**src/rtl/pp_dma_pkg.sv**
```systemverilog
package pp_dma_pkg;

    typedef enum logic [1:0] {
        ST_OFF   = 2'd0,
        ST_ARMED = 2'd1,
        ST_MOVE  = 2'd2,
        ST_WRAP  = 2'd3
    } seq_state_t;

    // control word, LSB first: en, size, dir, half, nullw, amode, mode
    typedef struct packed {
        logic [1:0] mode;
        logic [1:0] amode;
        logic       nullw;
        logic       half;
        logic       dir;
        logic       size;
        logic       en;
    } ctrl_t;

    localparam int unsigned CTRL_W = $bits(ctrl_t);

    localparam logic [1:0] AM_FIXED   = 2'b01;
    localparam logic [1:0] MD_ONESHOT = 2'b01;
    localparam logic [1:0] MD_PP_ONCE = 2'b11;

endpackage

```
**src/rtl/pp_dma_cfg.sv**
```systemverilog
module pp_dma_cfg
    import pp_dma_pkg::*;
#(
    parameter int unsigned AW = 16,
    parameter int unsigned CW = 10
) (
    input  logic          clk,
    input  logic          rst_n,
    input  logic          cfg_we,
    input  logic [15:0]   cfg_ctrl,
    input  logic [AW-1:0] cfg_pri,
    input  logic [AW-1:0] cfg_sec,
    input  logic [AW-1:0] cfg_paddr,
    input  logic [CW-1:0] cfg_cnt,
    input  logic          clr_en,
    output ctrl_t         ctrl,
    output logic [AW-1:0] pri,
    output logic [AW-1:0] sec,
    output logic [AW-1:0] paddr,
    output logic [CW-1:0] cnt
);

    logic unused_ctrl_hi;
    assign unused_ctrl_hi = ^cfg_ctrl[15:CTRL_W];

    always_ff @(posedge clk) begin
        if (!rst_n) begin
            ctrl  <= '0;
            pri   <= '0;
            sec   <= '0;
            paddr <= '0;
            cnt   <= '0;
        end else if (cfg_we && !ctrl.en) begin
            ctrl  <= ctrl_t'(cfg_ctrl[CTRL_W-1:0]);
            pri   <= cfg_pri;
            sec   <= cfg_sec;
            paddr <= cfg_paddr;
            cnt   <= cfg_cnt;
        end else if (clr_en) begin
            ctrl.en <= 1'b0;
        end
    end

    AST_CFG_LOCKED: assert property (@(posedge clk) disable iff (!rst_n)
        (ctrl.en && cfg_we && !clr_en) |=> ($stable(pri) && $stable(sec) && $stable(cnt)));

endmodule

```
**src/rtl/pp_dma_seq.sv**
```systemverilog
module pp_dma_seq
    import pp_dma_pkg::*;
#(
    parameter int unsigned AW = 16,
    parameter int unsigned CW = 10
) (
    input  logic          clk,
    input  logic          rst_n,
    input  ctrl_t         ctrl,
    input  logic [AW-1:0] pri,
    input  logic [AW-1:0] sec,
    input  logic [AW-1:0] paddr,
    input  logic [CW-1:0] cnt,
    input  logic          req,
    output logic [AW-1:0] ram_addr,
    output logic          ram_rd,
    output logic          ram_wr,
    output logic [AW-1:0] per_addr,
    output logic          per_rd,
    output logic          per_wr,
    output logic          per_null,
    output logic          byte_xfer,
    output logic          irq,
    output logic          buf_sel,
    output logic          clr_en
);

    seq_state_t    state, state_d;
    logic [CW-1:0] idx;
    logic [AW-1:0] addr;
    logic          buf_q;

    logic [AW-1:0] step;
    logic [CW-1:0] half_pt;
    logic          last;
    logic          stop;
    logic          pingpong;

    assign step     = (ctrl.amode == AM_FIXED) ? '0 :
                      (ctrl.size ? AW'(1) : AW'(2));
    assign half_pt  = cnt >> 1;
    assign last     = (idx == cnt);
    assign pingpong = ctrl.mode[1];
    assign stop     = (ctrl.mode == MD_ONESHOT) ||
                      ((ctrl.mode == MD_PP_ONCE) && buf_q);

    // next-state decision
    always_comb begin
        state_d = state;
        unique case (state)
            ST_OFF:   state_d = ctrl.en ? ST_ARMED : ST_OFF;
            ST_ARMED: state_d = req ? ST_MOVE : ST_ARMED;
            ST_MOVE:  state_d = last ? ST_WRAP : ST_ARMED;
            ST_WRAP:  state_d = stop ? ST_OFF : ST_ARMED;
            default:  state_d = ST_OFF;
        endcase
    end

    // state register and block datapath
    always_ff @(posedge clk) begin
        if (!rst_n) begin
            state <= ST_OFF;
            idx   <= '0;
            addr  <= '0;
            buf_q <= 1'b0;
        end else begin
            state <= state_d;
            unique case (state)
                ST_OFF: begin
                    if (ctrl.en) begin
                        idx   <= '0;
                        addr  <= pri;
                        buf_q <= 1'b0;
                    end
                end
                ST_MOVE: begin
                    if (!last) begin
                        idx  <= idx + CW'(1);
                        addr <= addr + step;
                    end
                end
                ST_WRAP: begin
                    idx <= '0;
                    if (!stop) begin
                        if (pingpong) begin
                            buf_q <= ~buf_q;
                            addr  <= buf_q ? pri : sec;
                        end else begin
                            addr  <= pri;
                        end
                    end
                end
                default: ;
            endcase
        end
    end

    // outputs
    always_comb begin
        ram_rd   = 1'b0;
        ram_wr   = 1'b0;
        per_rd   = 1'b0;
        per_wr   = 1'b0;
        per_null = 1'b0;
        irq      = 1'b0;
        clr_en   = 1'b0;
        unique case (state)
            ST_MOVE: begin
                if (ctrl.dir) begin
                    ram_rd = 1'b1;
                    per_wr = 1'b1;
                end else begin
                    per_rd   = 1'b1;
                    ram_wr   = 1'b1;
                    per_wr   = ctrl.nullw;
                    per_null = ctrl.nullw;
                end
                irq = ctrl.half && (idx == half_pt);
            end
            ST_WRAP: begin
                irq    = !ctrl.half;
                clr_en = stop;
            end
            default: ;
        endcase
    end

    assign ram_addr  = addr;
    assign per_addr  = paddr;
    assign byte_xfer = ctrl.size;
    assign buf_sel   = buf_q;

    AST_QUIET_WHEN_OFF: assert property (@(posedge clk) disable iff (!rst_n)
        !ctrl.en |-> !(ram_rd || ram_wr || per_rd || per_wr));
    AST_DIR_EXCLUSIVE: assert property (@(posedge clk) disable iff (!rst_n)
        ram_wr |-> (!ram_rd && per_rd));
    AST_FIXED_HOLD: assert property (@(posedge clk) disable iff (!rst_n)
        (state == ST_MOVE && ctrl.amode == AM_FIXED && !last) |=> $stable(ram_addr));
    AST_IDX_IN_BLOCK: assert property (@(posedge clk) disable iff (!rst_n)
        (state != ST_OFF) |-> (idx <= cnt));
    AST_IRQ_PULSE: assert property (@(posedge clk) disable iff (!rst_n)
        irq |=> !irq);
    AST_MOVE_FROM_REQ: assert property (@(posedge clk) disable iff (!rst_n)
        $rose(ram_rd || ram_wr) |-> $past(req));

endmodule

```
**src/rtl/pingpong_dma_seq.sv**
```systemverilog
module pingpong_dma_seq
    import pp_dma_pkg::*;
#(
    parameter int unsigned AW = 16,
    parameter int unsigned CW = 10
) (
    input  logic          clk,
    input  logic          rst_n,
    input  logic          cfg_we,
    input  logic [15:0]   cfg_ctrl,
    input  logic [AW-1:0] cfg_pri,
    input  logic [AW-1:0] cfg_sec,
    input  logic [AW-1:0] cfg_paddr,
    input  logic [CW-1:0] cfg_cnt,
    input  logic          req,
    output logic [AW-1:0] ram_addr,
    output logic          ram_rd,
    output logic          ram_wr,
    output logic [AW-1:0] per_addr,
    output logic          per_rd,
    output logic          per_wr,
    output logic          per_null,
    output logic          byte_xfer,
    output logic          irq,
    output logic          buf_sel,
    output logic          chan_en
);

    ctrl_t         ctrl;
    logic [AW-1:0] pri, sec, paddr;
    logic [CW-1:0] cnt;
    logic          clr_en;

    pp_dma_cfg #(.AW(AW), .CW(CW)) u_cfg (
        .clk       (clk),
        .rst_n     (rst_n),
        .cfg_we    (cfg_we),
        .cfg_ctrl  (cfg_ctrl),
        .cfg_pri   (cfg_pri),
        .cfg_sec   (cfg_sec),
        .cfg_paddr (cfg_paddr),
        .cfg_cnt   (cfg_cnt),
        .clr_en    (clr_en),
        .ctrl      (ctrl),
        .pri       (pri),
        .sec       (sec),
        .paddr     (paddr),
        .cnt       (cnt)
    );

    pp_dma_seq #(.AW(AW), .CW(CW)) u_seq (
        .clk       (clk),
        .rst_n     (rst_n),
        .ctrl      (ctrl),
        .pri       (pri),
        .sec       (sec),
        .paddr     (paddr),
        .cnt       (cnt),
        .req       (req),
        .ram_addr  (ram_addr),
        .ram_rd    (ram_rd),
        .ram_wr    (ram_wr),
        .per_addr  (per_addr),
        .per_rd    (per_rd),
        .per_wr    (per_wr),
        .per_null  (per_null),
        .byte_xfer (byte_xfer),
        .irq       (irq),
        .buf_sel   (buf_sel),
        .clr_en    (clr_en)
    );

    assign chan_en = ctrl.en;

endmodule

```
**config.mk**
```make
export PLATFORM = sky130hd
export DESIGN_NAME = pingpong_dma_seq
export DESIGN_NICKNAME = d
export VERILOG_FILES = /design/src/rtl/pp_dma_pkg.sv /design/src/rtl/pp_dma_cfg.sv /design/src/rtl/pp_dma_seq.sv /design/src/rtl/pingpong_dma_seq.sv
export SDC_FILE = /design/constraint.sdc
export NUM_CORES = 1
export LEC_CHECK = 0
export BUFFER_PORTS_ARGS = -buffer_cell sky130_fd_sc_hd__buf_2
export CORE_UTILIZATION = 54
export DETAILED_ROUTE_END_ITERATION = 10
export GPL_TIMING_DRIVEN = 0
export PLACE_DENSITY = 0.8
export SLEW_MARGIN = 25
export SYNTH_ARGS = -nofsm -noshare
export SYNTH_HDL_FRONTEND = slang
export SYNTH_HIERARCHICAL = 1
export SYNTH_SLANG_ARGS = --single-unit
```
**constraint.sdc**
```tcl
create_clock -name clk -period 2.4 [get_ports clk]
set_input_delay 0.24 -clock clk [delete_from_list [all_inputs] [get_ports clk]]
set_output_delay 0.24 -clock clk [all_outputs]
set_load 0.01 [all_outputs]
```
==> results summary <==
The chip width came out at 100 um. The layout-stage area growth over the synthesis result came out at 18.2%. The net count reported at finish is 816.

Counting flops with an async set or reset pin after synthesis yields a share of 0%. The count of synthesis-stage warnings from yosys is 6. Walking the worst path, the cells encountered are nand2b_2 > buf_2 > buf_4 > nor4b_1 > nand3_1 > o21ai_0 > buf_2. At the later pin of the worst-skew pair, clock insertion delay measures 0.36 ns. CTS placed an instance of sky130_fd_sc_hd__clkbuf_8 at the clock tree root.

The headroom to the max-slew limit is 49.7%. The share of the Yosys chip area taken by registers is 36.9%. The H-tree depth reported by CTS came out at 3.

The final antenna-violating net count is 0. The flow ran to the end, and the final reports show no timing, DRC or antenna violations. In this run the biggest area consumer among cell types represents 36.9% of the synthesized area.

For the final database, setup skew stands at 0.0138 ns. The average wire per cell in the routed design came out at 16.3 um. The first global-routing pass estimated 23.0 mm of wire. In this run the worst path has a maximum fanout of 10.

The minimum clock period after layout came out at 2.34 ns. The number of global-route vias before repair came out at 4,641. The count of maximum capacitance violations came out at 0. The count of final max-slew check failures came to 0. IR analysis of the VDD net gives a maximum drop of 0.364 mV. For this block, the routed nets add up to 14.1 mm of wire. The number of DRC violations after detailed routing is 0. The count of boundary I/O pins is 119.

The slew of the pin with the lowest slew margin is 0.750 ns. The number of distinct library cell variants in the gate-level netlist after synthesis came out at 69. The synthesized area divided by synthesized cell count is 8.51 um^2. The proportion of layout cells with a drive suffix above 1 came out at 26.4%. The row count came out at 35. Dividing the detail-routed via count by the number of cells gives 5.66. The largest total area in the synthesized netlist belongs to sky130_fd_sc_hd__dfxtp_1. Counting stages on the worst path, the most repeated cell is sky130_fd_sc_hd__buf_2. The initial standard-cell utilization of the core came out at 56.1%. The count of buffering cells on the critical path with inverters included is 3. The endpoint required time on the critical path is 2.16 ns. The maximum single-stage delay on the critical path is 0.37 ns. For this run, the top clock speed supported by timing is 0.427 GHz.

Ranked by total cell area, the synthesized netlist is headed by sky130_fd_sc_hd__dfxtp_1, sky130_fd_sc_hd__mux2i_1, sky130_fd_sc_hd__nand2_1, sky130_fd_sc_hd__xor2_1, sky130_fd_sc_hd__buf_4. Counting every net in the synthesized netlist gives 694. Buffers placed on the I/O ports in this run total 110. The count of final hold-check violations is 0. The total number of vias is 4,912.

The library cell contributing the largest single delay on the critical path is sky130_fd_sc_hd__dfxtp_1. The detailed router's first-iteration violation count came out at 306. The area of the core came out at 9280 um^2. The number of sinks handled by clock tree synthesis came out at 96. The number of hold buffers added after CTS is 0. The buffer depth of the longest clock path came out at 2.

The cell area reported after detailed placement is 5920 um^2. The worst setup path is captured at an output port. The critical path in this run is classified as reg -> out.

The cell leakage power came out at 2.73 nW. The number of buffers created by CTS is 9. Setup repair after global routing could not meet its margin everywhere. In this run, synthesis inferred 0 flip-flops with an integrated enable. The CTS tree is yes.

Summed over all nets, the half-perimeter wirelength after detailed placement is 10.6 mm. The die boundary height is 100 um. The number of antenna diodes in the final layout is 0. The first TritonRoute pass finished after 6 iterations. The number of flip-flops and latches in the synthesized netlist came out at 96. The number of antenna violations at the first check in global routing is 0. The worst setup path is launched from a flip-flop. The overall fraction of global-route tracks in use is 29.1%.

The remaining global-route overflow came out at 0. The finished cells cover 6150 um^2. The final weighted congestion of routability-driven global placement came out at 0.915.

The share of the cycle needed by the critical path after routing came out at 97.7%. The total power divided by cell area came out at 556 nW/um^2. The cell area after technology mapping came out at 5210 um^2. At the worst endpoint, the arrival time is 2.10 ns. The post-synthesis instance total is 612. The area of the die came out at 10,000 um^2. Among all flip-flop cells after synthesis, the most frequent one is sky130_fd_sc_hd__dfxtp_1. The final setup violation count is 0.

Entering global routing, the biggest net connects 17 pins. The total design power is 3.42 mW. The worst hold path belongs to the class in -> reg.

The family with the most delay on the worst path is simple AND/OR/NAND/NOR gates. The post-CTS clock slew at the launch and capture registers of the worst setup and hold paths is 0.10 ns.
[cells in the final DEF, fill, tap and decap left out, types with 5 or more instances in the layout]
master	n
sky130_fd_sc_hd__buf_4	23
sky130_fd_sc_hd__xor2_1	19
sky130_fd_sc_hd__a22o_1	9
sky130_fd_sc_hd__nand2_1	148
sky130_fd_sc_hd__o2bb2ai_1	6
sky130_fd_sc_hd__nor3_1	6
sky130_fd_sc_hd__dfxtp_1	95
sky130_fd_sc_hd__o31ai_1	8
sky130_fd_sc_hd__buf_2	124
sky130_fd_sc_hd__clkbuf_8	10
sky130_fd_sc_hd__nor2_1	16
sky130_fd_sc_hd__a22oi_1	8
sky130_fd_sc_hd__a21oi_1	20
sky130_fd_sc_hd__nand3_1	17
sky130_fd_sc_hd__nand4_1	7
sky130_fd_sc_hd__inv_1	5
sky130_fd_sc_hd__o21ai_0	24
sky130_fd_sc_hd__nor2b_1	5
sky130_fd_sc_hd__clkbuf_1	15
sky130_fd_sc_hd__nor4_1	7
sky130_fd_sc_hd__and3_1	5
sky130_fd_sc_hd__mux2i_1	67
[synth_stat cells, types with 9 or more instances]
library cell               number
sky130_fd_sc_hd__clkbuf_1      15
sky130_fd_sc_hd__nor2_1        17
sky130_fd_sc_hd__a21oi_1       21
sky130_fd_sc_hd__nand2_1      148
sky130_fd_sc_hd__xor2_1        19
sky130_fd_sc_hd__o21ai_0       24
sky130_fd_sc_hd__nand3_1       17
sky130_fd_sc_hd__a22o_1         9
sky130_fd_sc_hd__mux2i_1       67
sky130_fd_sc_hd__buf_2         14
sky130_fd_sc_hd__dfxtp_1       96
sky130_fd_sc_hd__buf_4         21
[flip-flops by register name, indices dropped and copies added, names as in the netlist]
name            count
u_cfg/paddr        16
u_cfg/pri          16
u_cfg/sec          16
u_seq/ram_addr     16
u_cfg/cnt          10
u_seq/idx          10
u_cfg/ctrl          9
u_seq/state         2
u_seq/buf_sel       1
[through the flow]
step           hold slack (ns)  utilization (%)  setup slack, ns  TNS [ns]  std cells
3_3_place_gp             0.442             63.7           -0.178    -0.178        851
6_report                 0.113             66.3           0.0559         0        868
5_1_grt                 0.0959             66.3         -0.00884  -0.00884        868
3_5_place_dp             0.451             63.7           -0.201    -0.201        851
2_1_floorplan            0.382                -            0.243         0        612
4_1_cts                  0.103             66.0           0.0101         0        867
[layer usage]
metal | part of all wire [%] | track usage (%) | up-vias
li1 | - | - | 2394
met1 | 45 | 39.8 | 2290
met2 | 46 | 45.7 | 202
met3 | 6.8 | 5.29 | 26
met4 | 2.5 | 11.0 | 0
met5 | 0 | 0 | -
[final timing paths]
kind / start / end / slack (ns) / cells past startpoint
worst max-delay path: u_seq/state[0]$_SDFF_PN0_ / irq / 0.06 / 7
worst min-delay path: cfg_pri[3] / u_cfg/pri[3]$_SDFFE_PN0P_ / 0.11 / 3
worst min register to register: u_cfg/paddr[6]$_SDFFE_PN0P_ / u_cfg/paddr[6]$_SDFFE_PN0P_ / 0.46 / 2
worst max register to register: u_cfg/ctrl[6]$_SDFFE_PN0P_ / u_seq/ram_addr[8]$_SDFFE_PN0P_ / 0.08 / 9
[kinds of logic after synthesis]
kind of cell,Yosys count,share of synthesized area (%)
flops,96,36.9
simple gates,243,21.8
xor+xnor,21,3.53
compound gates,113,15.4
mux,68,13.1
buf+inv,67,8.15
fa+ha+maj,4,1.11
[where the power goes]
| group | total (mW) | internal (mW) | switching, mW |
|---|---|---|---|
| Sequential | 1.79 | 1.69 | 0.0950 |
| Clock | 0.995 | 0.412 | 0.583 |
| Combinational | 0.640 | 0.289 | 0.352 |
| Total | 3.42 | 2.39 | 1.03 |
[timing repair]
| item | CTS | global route |
|---|---|---|
| setup endpoints to repair | 5 | 4 |
| buffers inserted | 0 | 1 |
| pin swaps | 0 | 2 |
| gates resized for setup | 9 | 6 |
[worst register-to-register path, cell delays in order, from the launching register on]
cell and delay [ns]:
sky130_fd_sc_hd__dfxtp_1 0.35, sky130_fd_sc_hd__inv_1 0.08, sky130_fd_sc_hd__a21boi_2 0.16, sky130_fd_sc_hd__ha_2 0.22, sky130_fd_sc_hd__fa_2 0.25, sky130_fd_sc_hd__nand3_4 0.14, sky130_fd_sc_hd__nor2_4 0.13, sky130_fd_sc_hd__a41o_1 0.17
sky130_fd_sc_hd__or3b_2 0.44, sky130_fd_sc_hd__o221a_1 0.26
[area by class of cell]
cell class                      count  area [um^2]
Multi-Input combinational cell    449         2900
Tap cell                          129          161
Clock inverter                      5         40.0
Inverter                            7         26.3
Clock buffer                       11          141
Fill cell                         823         3130
Sequential cell                    96         1920
Timing Repair Buffer              111          558
Buffer                             60          402
No activity file was read; power rests on OpenSTA's default activity.
